===== src/rtl/fm_pkg.sv =====
// Shared constants and types of the fault monitor.
// Assumes a 16-bit status word and three protected channels.
package fm_pkg;
    localparam int NCH = 3;
    localparam int CH_OV = 0;
    localparam int CH_OC = 1;
    localparam int CH_OT = 2;
    localparam int SW = 16;

    // Status word bit positions (the field layout is decoded by software).
    localparam int ST_VOUT_ANY = 15;
    localparam int ST_IOUT_ANY = 14;
    localparam int ST_VIN_ANY  = 13;
    localparam int ST_PG_LOST  = 11;
    localparam int ST_OFF      = 6;
    localparam int ST_VOUT_FLT = 5;
    localparam int ST_IOUT_FLT = 4;
    localparam int ST_VIN_UV   = 3;
    localparam int ST_TEMP_ANY = 2;
    localparam int ST_CFG      = 1;

    localparam logic [2:0] RETRY_ENDLESS = 3'b111;

    typedef enum logic [1:0] {
        RT_RUN  = 2'd0,
        RT_WAIT = 2'd1,
        RT_HOLD = 2'd2
    } rt_state_e;
endpackage


===== src/rtl/fm_hyst.sv =====
// Hysteretic level flag. Sets when a strobed value reaches on_lim and clears
// when it falls below off_lim; OFF_INCL selects whether reaching off_lim
// itself also clears. Clearing wins if both hold (a misconfigured window).
module fm_hyst #(
    parameter int DW = 16,
    parameter bit OFF_INCL = 1'b0
) (
    input  logic          clk,
    input  logic          rst_n,
    input  logic          upd,
    input  logic [DW-1:0] val,
    input  logic [DW-1:0] on_lim,
    input  logic [DW-1:0] off_lim,
    output logic          q
);
    logic below;

    // Select the release comparison.
    generate
        if (OFF_INCL) begin : g_incl
            assign below = (val <= off_lim);
        end else begin : g_excl
            assign below = (val < off_lim);
        end
    endgenerate

    // Update the flag only on a strobe.
    always_ff @(posedge clk) begin
        if (!rst_n) begin
            q <= 1'b0;
        end else if (upd) begin
            if (below) begin
                q <= 1'b0;
            end else if (val >= on_lim) begin
                q <= 1'b1;
            end
        end
    end

    assert_hold_between_strobes_R13: assert property (@(posedge clk) disable iff (!rst_n)
        !upd |=> $stable(q));
endmodule


===== src/rtl/fm_retry.sv =====
// Per-channel shutdown and restart controller driven by a response byte.
// Assumes trip and rec_ok are registered flags that update only on samples.
module fm_retry
    import fm_pkg::*;
#(
    parameter int HW = 12
) (
    input  logic          clk,
    input  logic          rst_n,
    input  logic          trip,
    input  logic          rec_ok,
    input  logic [7:0]    resp,
    input  logic [HW-1:0] hiccup_len,
    input  logic          clear,
    output logic          down
);
    rt_state_e     st;
    logic [HW-1:0] cnt;
    logic          act_on;
    logic          endless;

    assign act_on  = (resp[7:6] != 2'b00);
    assign endless = (resp[5:3] == RETRY_ENDLESS);

    // Channel state machine: run, hiccup wait, or latched off.
    always_ff @(posedge clk) begin
        if (!rst_n) begin
            st  <= RT_RUN;
            cnt <= '0;
        end else begin
            case (st)
                RT_RUN: begin
                    if (trip && act_on) begin
                        if (endless) begin
                            st  <= RT_WAIT;
                            cnt <= hiccup_len;
                        end else begin
                            st <= RT_HOLD;
                        end
                    end
                end
                RT_WAIT: begin
                    if (cnt != '0) begin
                        cnt <= cnt - 1'b1;
                    end else if (rec_ok) begin
                        st <= RT_RUN;
                    end else begin
                        cnt <= hiccup_len;
                    end
                end
                RT_HOLD: begin
                    if (clear) begin
                        st <= RT_RUN;
                    end
                end
                default: st <= RT_RUN;
            endcase
        end
    end

    assign down = (st != RT_RUN);

    assert_latch_sticky_R8: assert property (@(posedge clk) disable iff (!rst_n)
        (st == RT_HOLD && !clear) |=> (st == RT_HOLD));
    assert_hiccup_not_early_R7: assert property (@(posedge clk) disable iff (!rst_n)
        (st == RT_WAIT && cnt != '0) |=> (st == RT_WAIT));
    assert_restart_needs_recovery_R9: assert property (@(posedge clk) disable iff (!rst_n)
        (st == RT_WAIT) ##1 (st == RT_RUN) |-> $past(rec_ok));
    assert_ignore_action_R6: assert property (@(posedge clk) disable iff (!rst_n)
        (st == RT_RUN && !act_on) |=> (st == RT_RUN));
endmodule


===== src/rtl/fm_status.sv =====
// Sticky status word with alert generation. A bit sets when its raw
// condition is seen; a clear reloads the word from the raw conditions.
// The alert rises on any 0-to-1 bit change and falls only on a clear.
module fm_status #(
    parameter int SW = 16
) (
    input  logic          clk,
    input  logic          rst_n,
    input  logic [SW-1:0] raw,
    input  logic          clear,
    output logic [SW-1:0] stat,
    output logic          alert
);
    // Latch status bits and track new arrivals for the alert.
    always_ff @(posedge clk) begin
        if (!rst_n) begin
            stat  <= '0;
            alert <= 1'b0;
        end else if (clear) begin
            stat  <= raw;
            alert <= 1'b0;
        end else begin
            stat  <= stat | raw;
            alert <= alert | (|(raw & ~stat));
        end
    end

    assert_bits_sticky_R4: assert property (@(posedge clk) disable iff (!rst_n)
        !clear |=> ((stat & $past(stat)) == $past(stat)));
    assert_alert_release_R5: assert property (@(posedge clk) disable iff (!rst_n)
        $fell(alert) |-> $past(clear));
endmodule


===== src/rtl/fault_monitor.sv =====
// Power-stage fault monitor. Registers limit comparisons on each sample
// strobe, runs the lockout and power-good hysteresis, steps one response
// controller per protected channel and keeps the sticky status word.
// Assumes all samples and limits share units and are unsigned.
module fault_monitor
    import fm_pkg::*;
#(
    parameter int DW = 16,
    parameter int HW = 12,
    parameter int OT_HYST = 10
) (
    input  logic          clk,
    input  logic          rst_n,
    input  logic          smp_valid,
    input  logic [DW-1:0] vin,
    input  logic [DW-1:0] vout,
    input  logic [DW-1:0] iout,
    input  logic [DW-1:0] temp,
    input  logic [DW-1:0] vin_on_lim,
    input  logic [DW-1:0] vin_off_lim,
    input  logic [DW-1:0] vin_ov_lim,
    input  logic [DW-1:0] vout_ov_flt_lim,
    input  logic [DW-1:0] vout_ov_wrn_lim,
    input  logic [DW-1:0] iout_oc_flt_lim,
    input  logic [DW-1:0] iout_oc_wrn_lim,
    input  logic [DW-1:0] ot_flt_lim,
    input  logic [DW-1:0] ot_wrn_lim,
    input  logic [DW-1:0] pg_on_lim,
    input  logic [DW-1:0] pg_off_lim,
    input  logic [7:0]    resp_ov,
    input  logic [7:0]    resp_oc,
    input  logic [7:0]    resp_ot,
    input  logic [HW-1:0] hiccup_len,
    input  logic          clear_faults,
    output logic [SW-1:0] status,
    output logic          shdn_req,
    output logic          alert_req,
    output logic          pg
);
    localparam logic [DW:0] HYST_X = (DW+1)'(OT_HYST);

    logic ov_f, ov_w, oc_f, oc_w, ot_f, ot_w, ot_rec, vinov_f;
    logic uv_ok;
    logic cfg_err;
    logic [NCH-1:0] trip_v;
    logic [NCH-1:0] rec_v;
    logic [NCH-1:0] down_v;
    logic [7:0]     resp_a [NCH];
    logic [SW-1:0]  raw;

    // Capture limit comparisons on each sample strobe.
    always_ff @(posedge clk) begin
        if (!rst_n) begin
            ov_f    <= 1'b0;
            ov_w    <= 1'b0;
            oc_f    <= 1'b0;
            oc_w    <= 1'b0;
            ot_f    <= 1'b0;
            ot_w    <= 1'b0;
            ot_rec  <= 1'b1;
            vinov_f <= 1'b0;
        end else if (smp_valid) begin
            ov_f    <= (vout >= vout_ov_flt_lim);
            ov_w    <= (vout >= vout_ov_wrn_lim);
            oc_f    <= (iout >= iout_oc_flt_lim);
            oc_w    <= (iout >= iout_oc_wrn_lim);
            ot_f    <= (temp >= ot_flt_lim);
            ot_w    <= (temp >= ot_wrn_lim);
            ot_rec  <= (({1'b0, temp} + HYST_X) <= {1'b0, ot_flt_lim});
            vinov_f <= (vin >= vin_ov_lim);
        end
    end

    fm_hyst #(.DW(DW), .OFF_INCL(1'b0)) u_uvlo (
        .clk(clk), .rst_n(rst_n), .upd(smp_valid), .val(vin),
        .on_lim(vin_on_lim), .off_lim(vin_off_lim), .q(uv_ok)
    );

    fm_hyst #(.DW(DW), .OFF_INCL(1'b1)) u_pgood (
        .clk(clk), .rst_n(rst_n), .upd(smp_valid), .val(vout),
        .on_lim(pg_on_lim), .off_lim(pg_off_lim), .q(pg)
    );

    // Gather per-channel trip, recovery and response inputs.
    always_comb begin
        trip_v[CH_OV] = ov_f;
        trip_v[CH_OC] = oc_f;
        trip_v[CH_OT] = ot_f;
        rec_v[CH_OV]  = !ov_f;
        rec_v[CH_OC]  = !oc_f;
        rec_v[CH_OT]  = ot_rec;
        resp_a[CH_OV] = resp_ov;
        resp_a[CH_OC] = resp_oc;
        resp_a[CH_OT] = resp_ot;
    end

    generate
        for (genvar i = 0; i < NCH; i++) begin : g_ch
            fm_retry #(.HW(HW)) u_retry (
                .clk(clk), .rst_n(rst_n), .trip(trip_v[i]), .rec_ok(rec_v[i]),
                .resp(resp_a[i]), .hiccup_len(hiccup_len),
                .clear(clear_faults), .down(down_v[i])
            );
        end
    endgenerate

    assign shdn_req = (|down_v) | !uv_ok | vinov_f;

    // Flag an inconsistent limit or response setup.
    always_comb begin
        cfg_err = (vin_on_lim <= vin_off_lim) || (pg_on_lim <= pg_off_lim)
               || (vout_ov_flt_lim < vout_ov_wrn_lim)
               || (iout_oc_flt_lim < iout_oc_wrn_lim)
               || (ot_flt_lim < ot_wrn_lim)
               || (resp_ov[2:0] != 3'b000) || (resp_oc[2:0] != 3'b000)
               || (resp_ot[2:0] != 3'b000);
    end

    // Assemble the live status conditions.
    always_comb begin
        raw              = '0;
        raw[ST_VOUT_ANY] = ov_f | ov_w;
        raw[ST_IOUT_ANY] = oc_f | oc_w;
        raw[ST_VIN_ANY]  = vinov_f | !uv_ok;
        raw[ST_PG_LOST]  = !pg;
        raw[ST_OFF]      = shdn_req;
        raw[ST_VOUT_FLT] = ov_f;
        raw[ST_IOUT_FLT] = oc_f;
        raw[ST_VIN_UV]   = !uv_ok;
        raw[ST_TEMP_ANY] = ot_f | ot_w;
        raw[ST_CFG]      = cfg_err;
    end

    fm_status #(.SW(SW)) u_status (
        .clk(clk), .rst_n(rst_n), .raw(raw), .clear(clear_faults),
        .stat(status), .alert(alert_req)
    );

    assert_off_reported_R12: assert property (@(posedge clk) disable iff (!rst_n)
        shdn_req |=> status[ST_OFF]);
endmodule


===== config.mk =====
export PLATFORM = sky130hd
export DESIGN_NAME = fault_monitor
export DESIGN_NICKNAME = d
export VERILOG_FILES = /design/src/rtl/fm_pkg.sv /design/src/rtl/fm_hyst.sv /design/src/rtl/fm_retry.sv /design/src/rtl/fm_status.sv /design/src/rtl/fault_monitor.sv
export SDC_FILE = /design/constraint.sdc
export NUM_CORES = 1
export LEC_CHECK = 0
export BUFFER_PORTS_ARGS = -buffer_cell sky130_fd_sc_hd__buf_2
export CELL_PAD_IN_SITES_DETAIL_PLACEMENT = 2
export CELL_PAD_IN_SITES_GLOBAL_PLACEMENT = 2
export CORE_MARGIN = 2
export CORE_UTILIZATION = 30
export CTS_CLUSTER_DIAMETER = 200
export CTS_CLUSTER_SIZE = 16
export DETAILED_ROUTE_END_ITERATION = 12
export PLACE_DENSITY_LB_ADDON = 0.1
export SLEW_MARGIN = 10
export SYNTH_ARGS = -nofsm -noshare
export SYNTH_HDL_FRONTEND = slang
export SYNTH_SLANG_ARGS = --single-unit

===== constraint.sdc =====
create_clock -name clk -period 3.2 [get_ports clk]
set_input_delay 0.64 -clock clk [delete_from_list [all_inputs] [get_ports clk]]
set_output_delay 0.64 -clock clk [all_outputs]
set_load 0.05 [all_outputs]

==> results.py <==
metrics = {
    "outcome": {
        "run_status": "completed",
    },
    "final_layout": {
        "design_area_um2": 12140,
        "nets": 2140,
        "drive_gt1_share_pct": 21.06,
        "area_delta_synth_final_pct": 23.13,
        "final-instance-count-excl-fill": 2038,
    },
    "power_and_ir_drop": {
        "pwr-share-comb_pct": 42.8,
        "power_mw": 3.090,
        "power_frac_seq_pct": 27.5,
        "power.density_nw_per_um2": 254.6,
        "swShare_pct": 38.34,
        "switchingPower_mw": 1.185,
        "leakage_nw": 6.665,
        "intPower_mw": 1.905,
        "clock_power_share_pct": 29.6,
        "ir_drop_mv": 0.2481,
    },
    "sta": {
        "max_freq_mhz": 350.5,
        "final-max-slew-violation-count": 0,
        "period_minus_slack_ns": 2.853,
        "worst_slew_pin_slew_ns": 1.132,
        "period_share_pct": 89.17,
        "slew_headroom_pct": 23.55,
        "hold_viol": 0,
        "finalSetupViolations": 0,
        "tns_ns": 0,
        "fin_skew_ns": 0.007174,
        "rsz0062_at_grt": "no",
    },
    "worst_setup_path": {
        "crit_required_ns": 3.46,
        "end_kind": "register",
        "crit_path_cell_trace": "buf_2 > and3_1 > and3_1 > nand3_1 > nor2_1 > and3_1 > xor2_1 > ha_1 > a2111oi_0 > nand2_1 > o31a_1 > o221ai_1",
        "cp_top_family": "simple AND/OR/NAND/NOR gates",
        "critPathBufInv": 1,
        "critPathMaxFanout": 4,
        "critPathKind": "in -> reg",
        "cp-start-kind": "input pin",
        "cpMaxStageDelayCell": "a2111oi_0",
        "cpMostUsedCell": "and3_1",
        "max_stage_delay_ns": 0.43,
        "arrival_ns": 3.11,
    },
    "global_route": {
        "grt-ovfl-total": 0,
        "grt_first_pass_wirelength_mm": 59.93,
        "grt_pass1_vias": 11517,
        "grt_max_degree": 25,
        "grt.total_usage_pct": 22.19,
        "antenna_found_initial": 12,
    },
    "yosys": {
        "ys_seq_area_share_pct": 12.80,
        "synth_top_family_by_area": "adder cells",
        "synth_compound_area_share_pct": 23.91,
        "syn_area_um2": 9857,
        "syn_avg_cell_area_um2": 7.635,
        "postSynth.asyncResetShare_pct": 0,
        "ys_warn_count": 0,
        "muxShareOfSynthArea_pct": 0.1015,
        "synth_edf_count": 0,
        "synth_flop_cell": "dfxtp_1",
        "synth_cell_types": 74,
        "synth-adder-area-share_pct": 34.78,
        "yosys.area_share.simple_pct": 18.08,
        "synth_seq_cells": 63,
        "synthCells": 1291,
        "synth_xor_area_share_pct": 1.155,
    },
    "clock_network": {
        "cts_buffer_depth": 2,
        "clk_pin_slew_ns": 0.06,
        "post_cts_resized": 0,
        "cts_buffers": 9,
        "clk-insertion-delay-late_ns": 0.34,
        "htreeDepth": 3,
        "root_buffer": "clkbuf_16",
        "cts_tree": "yes",
        "cts_setup_buffers": 0,
        "cts_sinks": 63,
        "ctsHoldBuffers": 0,
    },
    "place": {
        "place_area_um2": 11850,
        "place.gp.congestion": 0.8389,
        "portBuffers": 292,
        "dp_hpwl_mm": 33.55,
        "dpl.cell_count": 2017,
    },
    "floorplan": {
        "die-height_um": 185.3,
        "ios": 299,
        "num_rows": 66,
        "die_x_um": 185.3,
        "core_um2": 32450,
        "dieArea_um2": 34320,
        "initial_core_util_pct": 30.37,
    },
    "routing": {
        "detail-route-antenna-nets": 0,
        "routed_via_density": 5.177,
        "drc": 0,
        "wl_per_cell_um": 18.56,
        "first_pass_iters": 4,
        "routed-via-count": 10551,
        "wirelength_mm": 37.83,
        "drt_iter0_drc": 304,
    },
    "hold_path": {
        "hp-class": "reg -> reg",
    },
    "flow_run": {
        "max_cap_violations": 0,
    },
}
==> metal layers <==
| layer | vias to the layer above | routed length [µm] | GRT usage, % |
|---|---|---|---|
| met5 | - | 81 | 0 |
| met4 | 14 | 472 | 3.524 |
| met3 | 40 | 1636 | 4.168 |
| met2 | 200 | 19090 | 41.97 |
| met1 | 5039 | 16550 | 26.09 |
| li1 | 5258 | - | - |
==> sequential cells by signal (all words and copies together), names as in the netlist <==
signal / count
ot_f: 1
u_pgood.q: 1
u_status.alert: 1
vinov_f: 1
oc_w: 1
u_status.stat: 10
ov_w: 1
u_uvlo.q: 1
ot_rec: 1
ov_f: 1
g_ch.u_retry.st: 6
g_ch.u_retry.cnt: 36
ot_w: 1
oc_f: 1
==> power by group through the flow <==
stage	Combinational (mW)	Sequential, mW	Clock [mW]
2_1_floorplan	0.745	0.899	0
3_3_place_gp	1.28	0.867	0
3_5_place_dp	1.34	0.868	0
4_1_cts	1.35	0.851	0.947
5_1_grt	1.51	0.856	0.978
6_report	1.32	0.851	0.916
==> stage by stage <==
step           utilization, %  hold slack (ns)  setup slack, ns
2_1_floorplan               -           0.4492           0.4634
3_3_place_gp            36.51           0.4654           0.1362
3_5_place_dp            36.51           0.4741         -0.02598
4_1_cts                 37.36           0.4839           0.3376
5_1_grt                 37.38           0.5102           0.1542
6_report                37.40           0.4805           0.3465
==> kinds of logic after synthesis <==
family,Yosys count
other,1
AND/OR/NAND/NOR,348
AO/OA/AOI/OAI,363
XOR/XNOR,13
multiplexers,1
buffers and inverters,228
adder cells (fa/ha/maj),274
flip-flops,63
==> final timing paths <==
path / end / start / slack [ns] / cells past startpoint
hold / removal: u_status.stat[15] / u_status.stat[15] / 0.48 / 2
setup / recovery: ot_rec / temp[6] / 0.35 / 12
hold reg to reg: u_status.stat[15] / u_status.stat[15] / 0.48 / 2
setup reg to reg: g_ch[0].u_retry.cnt[8] / g_ch[0].u_retry.cnt[4] / 0.73 / 6
==> cells in the mapped netlist (all sizes together), types with 2 or more instances <==
| library cell | number | share of area (%) |
|---|---|---|
| a221oi | 7 | 0.62 |
| o21a | 9 | 0.69 |
| and4 | 2 | 0.18 |
| nor3b | 5 | 0.43 |
| nor2 | 103 | 3.9 |
| a31oi | 9 | 0.57 |
| dfxtp | 63 | 13 |
| a21o | 73 | 5.6 |
| nand2 | 49 | 1.9 |
| nand2b | 15 | 0.98 |
| nor4 | 15 | 1.0 |
| a41oi | 9 | 0.80 |
| a211o | 8 | 0.71 |
| clkbuf | 10 | 0.38 |
| a21oi | 107 | 5.4 |
| or3 | 4 | 0.25 |
| or4 | 2 | 0.23 |
| o211ai | 8 | 0.61 |
| o21bai | 4 | 0.30 |
| xnor2 | 9 | 0.80 |
| o41ai | 2 | 0.37 |
| nor2b | 15 | 0.95 |
| and3 | 9 | 0.57 |
| ha | 274 | 35 |
| and2 | 9 | 0.58 |
| nand4 | 38 | 2.4 |
| nand4b | 8 | 0.71 |
| o21ai | 70 | 3.6 |
| nand3b | 2 | 0.15 |
| a211oi | 26 | 2.0 |
| nor3 | 33 | 1.7 |
| xor2 | 4 | 0.36 |
| nand3 | 36 | 1.8 |
| a2111oi | 3 | 0.27 |
| inv | 200 | 7.6 |
| buf | 17 | 1.1 |
| o22ai | 9 | 0.57 |
==> layout by cell type, fill, tap and decap left out, types with 15 or more instances in the layout <==
master,n
a211oi_1,25
a21o_1,73
a21oi_1,107
buf_2,292
dfxtp_1,63
ha_1,274
inv_1,200
nand2_1,49
nand3_1,36
nand4_1,38
nor2_1,102
nor2b_1,15
nor3_1,32
o21ai_0,64
==> layout make-up <==
| type | instances | area [µm²] |
|---|---|---|
| flip-flops and latches | 63 | 1261 |
| diodes | 5 | 12.51 |
| fillers | 3920 | 20320 |
| inverters | 201 | 754.5 |
| repair buffers | 306 | 1567 |
| clock buffers | 9 | 225.2 |
| multi-input cells | 1005 | 7714 |
| clock inverters | 7 | 50.05 |
| well taps | 442 | 553.0 |
==> worst min-delay path, delay by kind of cell (launching register included) <==
| kind | cells | cell delay (ns) |
|---|---|---|
| flops | 1 | 0.32 |
| simple gates | 1 | 0.06 |
| compound gates | 1 | 0.05 |
Power figures use the tool's default switching activity.
